==> src/rtl/lane_pkg.sv <==
package lane_pkg;

  localparam int LANES  = 4;
  localparam int LANE_W = 8;
  localparam int DATA_W = LANES * LANE_W;
  localparam int LIDX_W = $clog2(LANES);

  typedef enum logic [1:0] {
    SZ_BYTE = 2'b00,
    SZ_HALF = 2'b01,
    SZ_WORD = 2'b10,
    SZ_BAD  = 2'b11
  } accSize_e;

  // strobes from control to datapath
  typedef struct packed {
    logic load;    // capture processor request
    logic finish;  // bus acknowledged, capture response
  } laneCtrl_t;

endpackage

==> src/rtl/lane_ctrl.sv <==
module lane_ctrl
  import lane_pkg::*;
(
  input  logic      clk,
  input  logic      rstN,
  input  logic      cpuValid,
  input  logic      busAck,
  output logic      cpuReady,
  output logic      busReq,
  output logic      rspValid,
  output laneCtrl_t ctrl
);

  typedef enum logic {ST_IDLE, ST_WAIT} ctrlState_e;

  ctrlState_e state;

  always_comb begin
    ctrl.load   = (state == ST_IDLE) && cpuValid;
    ctrl.finish = (state == ST_WAIT) && busAck;
  end

  always_ff @(posedge clk) begin
    if (!rstN) begin
      state    <= ST_IDLE;
      rspValid <= 1'b0;
    end else begin
      rspValid <= ctrl.finish;
      unique case (state)
        ST_IDLE: if (ctrl.load)   state <= ST_WAIT;
        ST_WAIT: if (ctrl.finish) state <= ST_IDLE;
        default:                  state <= ST_IDLE;
      endcase
    end
  end

  assign busReq   = (state == ST_WAIT);
  assign cpuReady = (state == ST_IDLE);

endmodule

==> src/rtl/lane_datapath.sv <==
module lane_datapath
  import lane_pkg::*;
#(
  parameter int ADDR_W = 32
) (
  input  logic                clk,
  input  logic                rstN,
  input  laneCtrl_t           ctrl,
  input  logic                cpuWrite,
  input  logic [ADDR_W-1:0]   cpuAddr,
  input  logic [1:0]          cpuSize,
  input  logic [DATA_W-1:0]   cpuWdata,
  output logic                busWe,
  output logic [ADDR_W-LIDX_W-1:0] busAddr,
  output logic [LANES-1:0]    busSel,
  output logic [DATA_W-1:0]   busWdata,
  input  logic [DATA_W-1:0]   busRdata,
  output logic [DATA_W-1:0]   rspRdata,
  output logic [1:0]          rspSize,
  output logic [1:0]          rspOffset
);

  localparam int WADDR_W = ADDR_W - LIDX_W;

  // ---------------- request encode ----------------
  logic [LIDX_W-1:0] offs;
  logic [LANES-1:0]  encSel;
  logic [LIDX_W-1:0] encLow;    // least significant lane in use
  logic [DATA_W-1:0] encWdata;

  assign offs = cpuAddr[LIDX_W-1:0];

  always_comb begin
    encSel = '0;
    encLow = '0;
    unique case (accSize_e'(cpuSize))
      SZ_BYTE: begin
        encSel = 4'b1000 >> offs;
        encLow = 2'd3 - offs;
      end
      SZ_HALF: begin
        encSel = offs[1] ? 4'b0011 : 4'b1100;
        encLow = offs[1] ? 2'd0 : 2'd2;
      end
      SZ_WORD: begin
        encSel = 4'b1111;
        encLow = 2'd0;
      end
      default: begin
        encSel = 4'b0000;
        encLow = 2'd0;
      end
    endcase
  end

  for (genvar i = 0; i < LANES; i++) begin : g_wlane
    localparam logic [LIDX_W-1:0] LI = LIDX_W'(i);
    logic [LIDX_W-1:0] srcIdx;
    assign srcIdx = LI - encLow;
    assign encWdata[i*LANE_W +: LANE_W] =
      encSel[i] ? cpuWdata[srcIdx*LANE_W +: LANE_W] : '0;
  end

  always_ff @(posedge clk) begin
    if (!rstN) begin
      busWe    <= 1'b0;
      busAddr  <= '0;
      busSel   <= '0;
      busWdata <= '0;
    end else if (ctrl.load) begin
      busWe    <= cpuWrite;
      busAddr  <= cpuAddr[ADDR_W-1:LIDX_W];
      busSel   <= encSel;
      busWdata <= encWdata;
    end
  end

  // ---------------- response decode ----------------
  logic [1:0]        decSize;
  logic [1:0]        decOffs;
  logic [LIDX_W-1:0] decLow;
  logic [2:0]        decCount;  // bytes returned, 0 for illegal select
  logic [DATA_W-1:0] extData;

  always_comb begin
    decSize  = SZ_BAD;
    decOffs  = 2'b11;
    decLow   = '0;
    decCount = 3'd0;
    unique case (busSel)
      4'b1000: begin decSize = SZ_BYTE; decOffs = 2'b00; decLow = 2'd3; decCount = 3'd1; end
      4'b0100: begin decSize = SZ_BYTE; decOffs = 2'b01; decLow = 2'd2; decCount = 3'd1; end
      4'b0010: begin decSize = SZ_BYTE; decOffs = 2'b10; decLow = 2'd1; decCount = 3'd1; end
      4'b0001: begin decSize = SZ_BYTE; decOffs = 2'b11; decLow = 2'd0; decCount = 3'd1; end
      4'b1100: begin decSize = SZ_HALF; decOffs = 2'b00; decLow = 2'd2; decCount = 3'd2; end
      4'b0011: begin decSize = SZ_HALF; decOffs = 2'b10; decLow = 2'd0; decCount = 3'd2; end
      4'b1111: begin decSize = SZ_WORD; decOffs = 2'b00; decLow = 2'd0; decCount = 3'd4; end
      default: begin decSize = SZ_BAD;  decOffs = 2'b11; decLow = 2'd0; decCount = 3'd0; end
    endcase
  end

  for (genvar j = 0; j < LANES; j++) begin : g_rlane
    localparam logic [LIDX_W-1:0] LJ = LIDX_W'(j);
    logic [LIDX_W-1:0] srcLane;
    assign srcLane = decLow + LJ;
    // zero fill above the access width, never sign extend
    assign extData[j*LANE_W +: LANE_W] =
      (3'(j) < decCount) ? busRdata[srcLane*LANE_W +: LANE_W] : '0;
  end

  always_ff @(posedge clk) begin
    if (!rstN) begin
      rspRdata  <= '0;
      rspSize   <= '0;
      rspOffset <= '0;
    end else if (ctrl.finish) begin
      rspRdata  <= busWe ? '0 : extData;
      rspSize   <= decSize;
      rspOffset <= decOffs;
    end
  end

endmodule

==> src/rtl/lane_bridge.sv <==
module lane_bridge
  import lane_pkg::*;
#(
  parameter int ADDR_W = 32
) (
  input  logic              clk,
  input  logic              rstN,
  input  logic              cpuValid,
  output logic              cpuReady,
  input  logic              cpuWrite,
  input  logic [ADDR_W-1:0] cpuAddr,
  input  logic [1:0]        cpuSize,
  input  logic [31:0]       cpuWdata,
  output logic              busReq,
  output logic              busWe,
  output logic [ADDR_W-3:0] busAddr,
  output logic [3:0]        busSel,
  output logic [31:0]       busWdata,
  input  logic              busAck,
  input  logic [31:0]       busRdata,
  output logic              rspValid,
  output logic [31:0]       rspRdata,
  output logic [1:0]        rspSize,
  output logic [1:0]        rspOffset
);

  laneCtrl_t ctrl;

  lane_ctrl u_ctrl (
    .clk      (clk),
    .rstN     (rstN),
    .cpuValid (cpuValid),
    .busAck   (busAck),
    .cpuReady (cpuReady),
    .busReq   (busReq),
    .rspValid (rspValid),
    .ctrl     (ctrl)
  );

  lane_datapath #(.ADDR_W(ADDR_W)) u_dp (
    .clk       (clk),
    .rstN      (rstN),
    .ctrl      (ctrl),
    .cpuWrite  (cpuWrite),
    .cpuAddr   (cpuAddr),
    .cpuSize   (cpuSize),
    .cpuWdata  (cpuWdata),
    .busWe     (busWe),
    .busAddr   (busAddr),
    .busSel    (busSel),
    .busWdata  (busWdata),
    .busRdata  (busRdata),
    .rspRdata  (rspRdata),
    .rspSize   (rspSize),
    .rspOffset (rspOffset)
  );

endmodule

==> config.mk <==
export PLATFORM = sky130hd
export DESIGN_NAME = lane_bridge
export DESIGN_NICKNAME = d
export VERILOG_FILES = /design/src/rtl/lane_pkg.sv /design/src/rtl/lane_ctrl.sv /design/src/rtl/lane_datapath.sv /design/src/rtl/lane_bridge.sv
export SDC_FILE = /design/constraint.sdc
export NUM_CORES = 1
export LEC_CHECK = 0
export ABC_CLOCK_PERIOD_IN_PS = 3000
export BUFFER_PORTS_ARGS = -buffer_cell sky130_fd_sc_hd__buf_2
export CORE_ASPECT_RATIO = 0.8
export CORE_MARGIN = 3
export CORE_UTILIZATION = 52
export DETAILED_ROUTE_END_ITERATION = 12
export GPL_TIMING_DRIVEN = 1
export PLACE_DENSITY = 0.86
export RECOVER_POWER = 100
export SLEW_MARGIN = 10
export SYNTH_ARGS = -nofsm -noshare
export SYNTH_HDL_FRONTEND = slang
export SYNTH_HIERARCHICAL = 1
export SYNTH_SLANG_ARGS = --single-unit
==> constraint.sdc <==
create_clock -name clk -period 3 [get_ports clk]
set_input_delay 0.15 -clock clk [delete_from_list [all_inputs] [get_ports clk]]
set_output_delay 0.15 -clock clk [all_outputs]
set_load 0.02 [all_outputs]
* Yosys cells after proc, flatten, opt, wreduce, memory -nomap -nowiden
Index checks and enable logic that the tools add are counted.
** Storage, ports and cells
- Flip-flop bits (word level) :: 105
- Bits of input ports :: 103
- Logic and storage cells :: 68
** Cells by class
- $add $sub $neg :: 8
- Magnitude comparators :: 4
- Eq/ne operators :: 9
- Shift operators :: 9
- Muxes and demuxes :: 20
- Bitwise operators :: 1
- Reduce and logical (&&, ||, !) cells :: 8
** Operators by type and width (number)
- indexed part select 32 x 6 -> 8 bit :: 8
- 2-to-1 mux 8 bit :: 8
- 2-to-1 mux 32 bit :: 1
- one-hot mux 2 bit (3 select lines) :: 3
- equality test 4 bit (second input constant) :: 3
- one-hot mux 4 bit (3 select lines) :: 1
- one-hot mux 3 bit (3 select lines) :: 1
- equality test 4 x 2 -> 1 bit (second input constant) :: 2
- < comparator 1 x 3 -> 1 bit (first input constant) :: 2
- < comparator 2 x 3 -> 1 bit (first input constant) :: 2
- OR reduction 2 bit :: 3
- subtractor 2 bit (first input constant) :: 3
- adder 2 bit (second input constant) :: 2
- equality test 4 x 1 -> 1 bit (second input constant) :: 1
- equality test 4 x 3 -> 1 bit (second input constant) :: 1
- 2-to-1 mux 4 bit :: 1
- one-hot mux 2 bit (2 select lines) :: 1
- OR reduction 4 bit :: 1
- >> shifter 4 x 2 -> 4 bit (first input constant) :: 1
- subtractor 1 x 2 -> 2 bit (first input constant) :: 2
- OR reduction 3 bit :: 1
- adder 2 x 1 -> 2 bit (second input constant) :: 1
- equality test 2 x 1 -> 1 bit (second input constant) :: 1
- equality test 2 bit (second input constant) :: 1
- other kinds (6) :: 8

* Longest topological paths before layout
- Word-level depth :: 7
- Mapped depth :: 7

* Hierarchy
The synthesis kept the hierarchy.
** By module, submodules not included
- lane_datapath :: instances 1, cells an instance 535, area an instance 4840.9 um2
- lane_ctrl :: instances 1, cells an instance 8, area an instance 76.3 um2

* Worst setup path before layout
No wires, ideal clock.
- Path type :: register to register
- Start point :: register u_dp.busSel[1]
- End point :: register u_dp.rspRdata[15]
- Setup time :: 0.117 ns
- Arrival time :: 1.752 ns
- Data required time :: 2.883 ns
- Path slack :: 1.131 ns
- Cell stages (with the launch flop) :: 7
- Buffers on the path :: 2
- Period minus slack after synthesis :: 1.869 ns
- Path through :: dfxtp_1 buf_2 or3b_2 buf_2 o22ai_1 a211oi_1 a22o_1
** Between the ends
- Cells in the longest elaborated chain, start to end :: 7
- Elaborated cells between the ends (all ways) :: 17
- Classes of those cells :: add/sub: 1; order compare: 1; eq/ne: 7; shift: 1; mux: 4; reduce/logical: 3
** RTL lines
- from (decl) :: line lane_datapath.sv:15 : output logic [LANES-1:0] busSel,
- from (signal assigned) :: line lane_datapath.sv:73 : busSel <= encSel;
- equality test 4 x 3 -> 1 bit / equality test 4 bit (equally long branches) :: line lane_datapath.sv:90 : unique case (busSel)
- OR reduction 2 bit (no line)
- one-hot mux 2 bit (3 select lines) :: line lane_datapath.sv:90
- adder 2 x 1 -> 2 bit :: line lane_datapath.sv:105 : assign srcLane = decLow + LJ;
- indexed part select 32 x 6 -> 8 bit :: line lane_datapath.sv:108 : (3'(j) < decCount) ? busRdata[srcLane*LANE_W +: LANE_W] : '0;
- 2-to-1 mux 8 bit (*) :: line lane_datapath.sv:108
- 2-to-1 mux 32 bit (*) :: line lane_datapath.sv:117 : rspRdata <= busWe ? '0 : extData;
- to (signal assigned) :: line lane_datapath.sv:117
- to (decl) :: line lane_datapath.sv:18 : output logic [DATA_W-1:0] rspRdata,
Every way passes the cells marked *; elsewhere a longest branch is shown, timed or not.
A chain may end at the register's enable or synchronous reset.

* Worst setup path after layout
Same ends and word-level chain as after synthesis.

==> out/results.txt <==
The clock net in this run drives a total of 105 sinks. Final wirelength: 15800 µm. Worst hold path class: in -> reg.

TritonCTS built the clock tree. The initial antenna violation count is 0. The run gives 0.941 as the final weighted congestion of routability-driven global placement.

Summed over all nets, wire length on met2 after detailed routing comes to 7010 µm. The minimum clock period after layout was 2.32 ns; the number of placed cells counting well taps was 829. The number of filler cells placed in the layout is 829, and the antenna diode count is 0. The clock passes through at most 2 buffers. The floorplan step defined a die boundary enclosing 0.0107 mm². The flow ran to the end, and the final reports show no timing, DRC or antenna violations.

The initialized floorplan defines 31 standard-cell rows. Global routing consumed, over all layers together, 28.7% of the routing resources. Summed over all nets, the switching power comes to 0.984 mW.

The number of storage elements in the synthesis netlist was 105; the iteration count of the initial detailed-routing pass was 5. Yosys mapped a number of flops with a built-in enable equal to 0. In the final layout, the share of cells above drive strength 1 is 18.5%.

Category of the critical setup timing path: reg -> reg. After global routing the overflow that remains totals 0. The count of vias placed by the detailed router was 4966; the post-synthesis to final-layout area growth was 24.1%. Static timing analysis puts the maximum clock frequency at 0.430 GHz. The areal power density over the cells works out to 532 mW/mm².

The share of the Yosys chip area taken by registers is 42.7%. The initial utilization of the core area, before any placement, comes to 53.9%. The region available for standard cell placement spans 0.00911 mm². The startpoint of the most critical hold path was cpuAddr[29].

The via count of the first global-routing pass was 4578; the total of buffers placed on input and output ports was 208. The first global-routing pass estimated 24500 µm of wire. Of the post-synthesis cell area, the dominant cell type holds 42.7%. The clock reaches the later pin of the worst-skew pair after 0.35 ns. Synthesis produced a netlist with a net count of 646. The final critical-path share of the clock period is 77.5%. Setup repair after global routing left no endpoint under its margin.

For this block, the initial DRC count from the detailed router was 384. For the number of max-cap violations, the log shows 0. In the post-synthesis netlist, the biggest area contributors are dfxtp_1, mux2i_1, nor2_1, o21ai_0, a21oi_1. Entering global routing, the biggest net connects 69 pins. The final-report max-slew violation count came out at 0. In this run, post-CTS hold repair placed 0 buffers.

Highest routed metal layer: met4. For the worst flop-to-flop path, the logic depth is 5. After clock tree synthesis, the clock-pin slew on the worst setup and hold paths is 0.08 ns. The worst hold path terminates at u_dp/busAddr[27]$_SDFFE_PN0P_.

Summed over all nets, wire length on met3 after detailed routing comes to 1660 µm. Endpoint required time on the critical path: 3.24 ns. The worst register-to-register path begins at u_dp/busSel[1]$_SDFFE_PN0P_.

The mapped netlist covers 0.00492 mm². The data arrival time at the worst-slack endpoint came out at 2.56 ns. Dividing the detail-routed wire length by the instance count gives 18.7 µm.

The biggest area contributor in the post-synthesis netlist is dfxtp_1. The relative slew slack came out at 25.7%. The net count of the finished layout is 828.

The clock skew is 0.00909 ns. Dividing the detail-routed via count by the number of cells gives 5.88. The internal portion of the total power is 2.26 mW. The setup-violating endpoint count in the final report was 0; the die boundary width was 115 µm. The post-synthesis area per instance is 9.06 µm², and the setup slack on the worst flop-to-flop path is 0.68 ns. In the final routing, the length of wire on met1 measures 6930 µm.

The final-report hold violation count came out at 0. The sort of element at the end of the critical path is a register. Counting instances in the post-synthesis netlist gives the leading cell types as dfxtp_1, nor2_1, o21ai_0. After clock tree synthesis, the repair step resized 0 gates. The number of warnings issued by yosys is 6. The run gives 11700 µm as the half-perimeter wire length of the detailed placement result. Clock tree synthesis selected as its root buffer the cell clkbuf_16. Library cell with the highest instance count after synthesis: dfxtp_1. The clock network fraction of total power came out at 35.5%. Counting the buffers created by CTS gives 9.

Counting instances, the worst hold path has a depth of 3. In this run, flip-flops and latches consume 46.3% of the power. The number of different library cells in the post-synthesis netlist was 54; the vertical die dimension was 93.0 µm. The switching part of the total came out at 30.3%.

The highest net fanout along the worst path is 28, and the count of nets left with antenna violations after detail routing is 0. STA classifies the critical path startpoint as a register. Across the VDD grid, the largest voltage drop is 0.435 mV. The logs give 0 for the total setup buffers inserted after CTS and 0 ns for the post-route setup TNS. Most used flip-flop cell after synthesis: dfxtp_1. Cells fill 66.9% of the core in the end.

CTS built an H-tree with a depth of 3. At the pin with the least slew margin, the transition time is 1.11 ns. The logs give 845 for the post-layout instance count excluding filler cells and 209 for the number of ports placed on the die boundary. Of the total power, combinational logic draws 18.2%. Counting flops with an async set or reset pin after synthesis yields a share of 0%. For the total leakage power, the log shows 2.35 nW. The final routed DRC violation total is 0. The run gives 543 as the post-synthesis cell count.

Critical register-to-register path endpoint: u_dp/rspRdata[15]$_SDFFE_PN0P_.
kinds of logic after synthesis:
kind of cell,count (synthesis),synth area share [%]
and+or+nand+nor,175,18.9
xor gates and xnor gates,1,0.178
muxes,38,9.90
AOI/OAI and AO/OA,174,23.8
DFF,105,42.7
buffers and inverters,50,4.53
layer usage:
metal,vias to the layer above,GRT usage (%)
met3,21,7.89
met5,-,0
met2,288,41.7
met1,2291,40.9
li1,2366,-
met4,0,9.78
layout by cell type, fill, tap and decap left out, types with 21 or more instances in the layout:
master and n:
a21oi_1 36, buf_2 103, clkbuf_1 108, dfxtp_1 105
mux2i_1 31, nand2_1 22, nand2b_1 21, nand3b_1 22
nor2_1 61, o21ai_0 37
registers in the layout, indices dropped and copies added (netlist names):
signal / flops
u_dp/busWdata: 32
u_dp/rspRdata: 32
u_dp/busAddr: 30
u_dp/busSel: 4
u_dp/rspOffset: 2
u_dp/rspSize: 2
u_ctrl/busReq: 1
u_ctrl/rspValid: 1
u_dp/busWe: 1
worst max-delay path by stage:
stage,from,endpoint
floorplan,u_dp/busSel[1]$_SDFFE_PN0P_,u_dp/rspRdata[15]$_SDFFE_PN0P_
finish,u_dp/busSel[1]$_SDFFE_PN0P_,u_dp/rspRdata[15]$_SDFFE_PN0P_
global placement,u_dp/busSel[3]$_SDFFE_PN0P_,u_dp/rspRdata[15]$_SDFFE_PN0P_
detailed placement,u_dp/busSel[3]$_SDFFE_PN0P_,u_dp/rspRdata[3]$_SDFFE_PN0P_
global route,u_dp/busSel[1]$_SDFFE_PN0P_,u_dp/rspRdata[22]$_SDFFE_PN0P_
CTS,u_dp/busSel[3]$_SDFFE_PN0P_,u_dp/rspRdata[3]$_SDFFE_PN0P_
power groups by stage:
stage / clock network [mW] / logic [mW] / registers, mW
after floorplan: 0 / 0.307 / 1.60
after global placement: 0 / 0.590 / 1.53
after detailed placement: 0 / 0.598 / 1.53
after CTS: 1.18 / 0.599 / 1.50
after global routing: 1.23 / 0.633 / 1.51
final: 1.15 / 0.589 / 1.50
layout make-up:
cell class	instances	area [µm²]	area share, %
clock inverter	6	58.8	0.964
sequential	105	2100	34.5
timing repair buffer	216	962	15.8
tap	115	144	2.36
inverter	5	18.8	0.308
multi-input combinational	388	2590	42.4
clock buffer	10	229	3.75
metrics by stage:
stage | hold WS [ns] | instance area [µm²] | total power, mW | worst slack, ns
floorplan | 0.268 | 4920 | 1.90 | 1.13
global placement | 0.382 | 5970 | 2.12 | 0.926
detailed placement | 0.394 | 5970 | 2.13 | 0.831
CTS | 0.0263 | 6250 | 3.28 | 0.828
global route | 0.0353 | 6100 | 3.37 | 0.475
finish | 0.0344 | 6100 | 3.24 | 0.676
worst max-delay path: stages, from the launching register on:
cell	delay (ns)
dfxtp_1	0.32
clkbuf_1	0.81
nor4bb_1	0.13
a31oi_1	0.61
a211oi_1	0.11
a22o_1	0.24
Note: power is estimated with default switching activity, not from simulation.
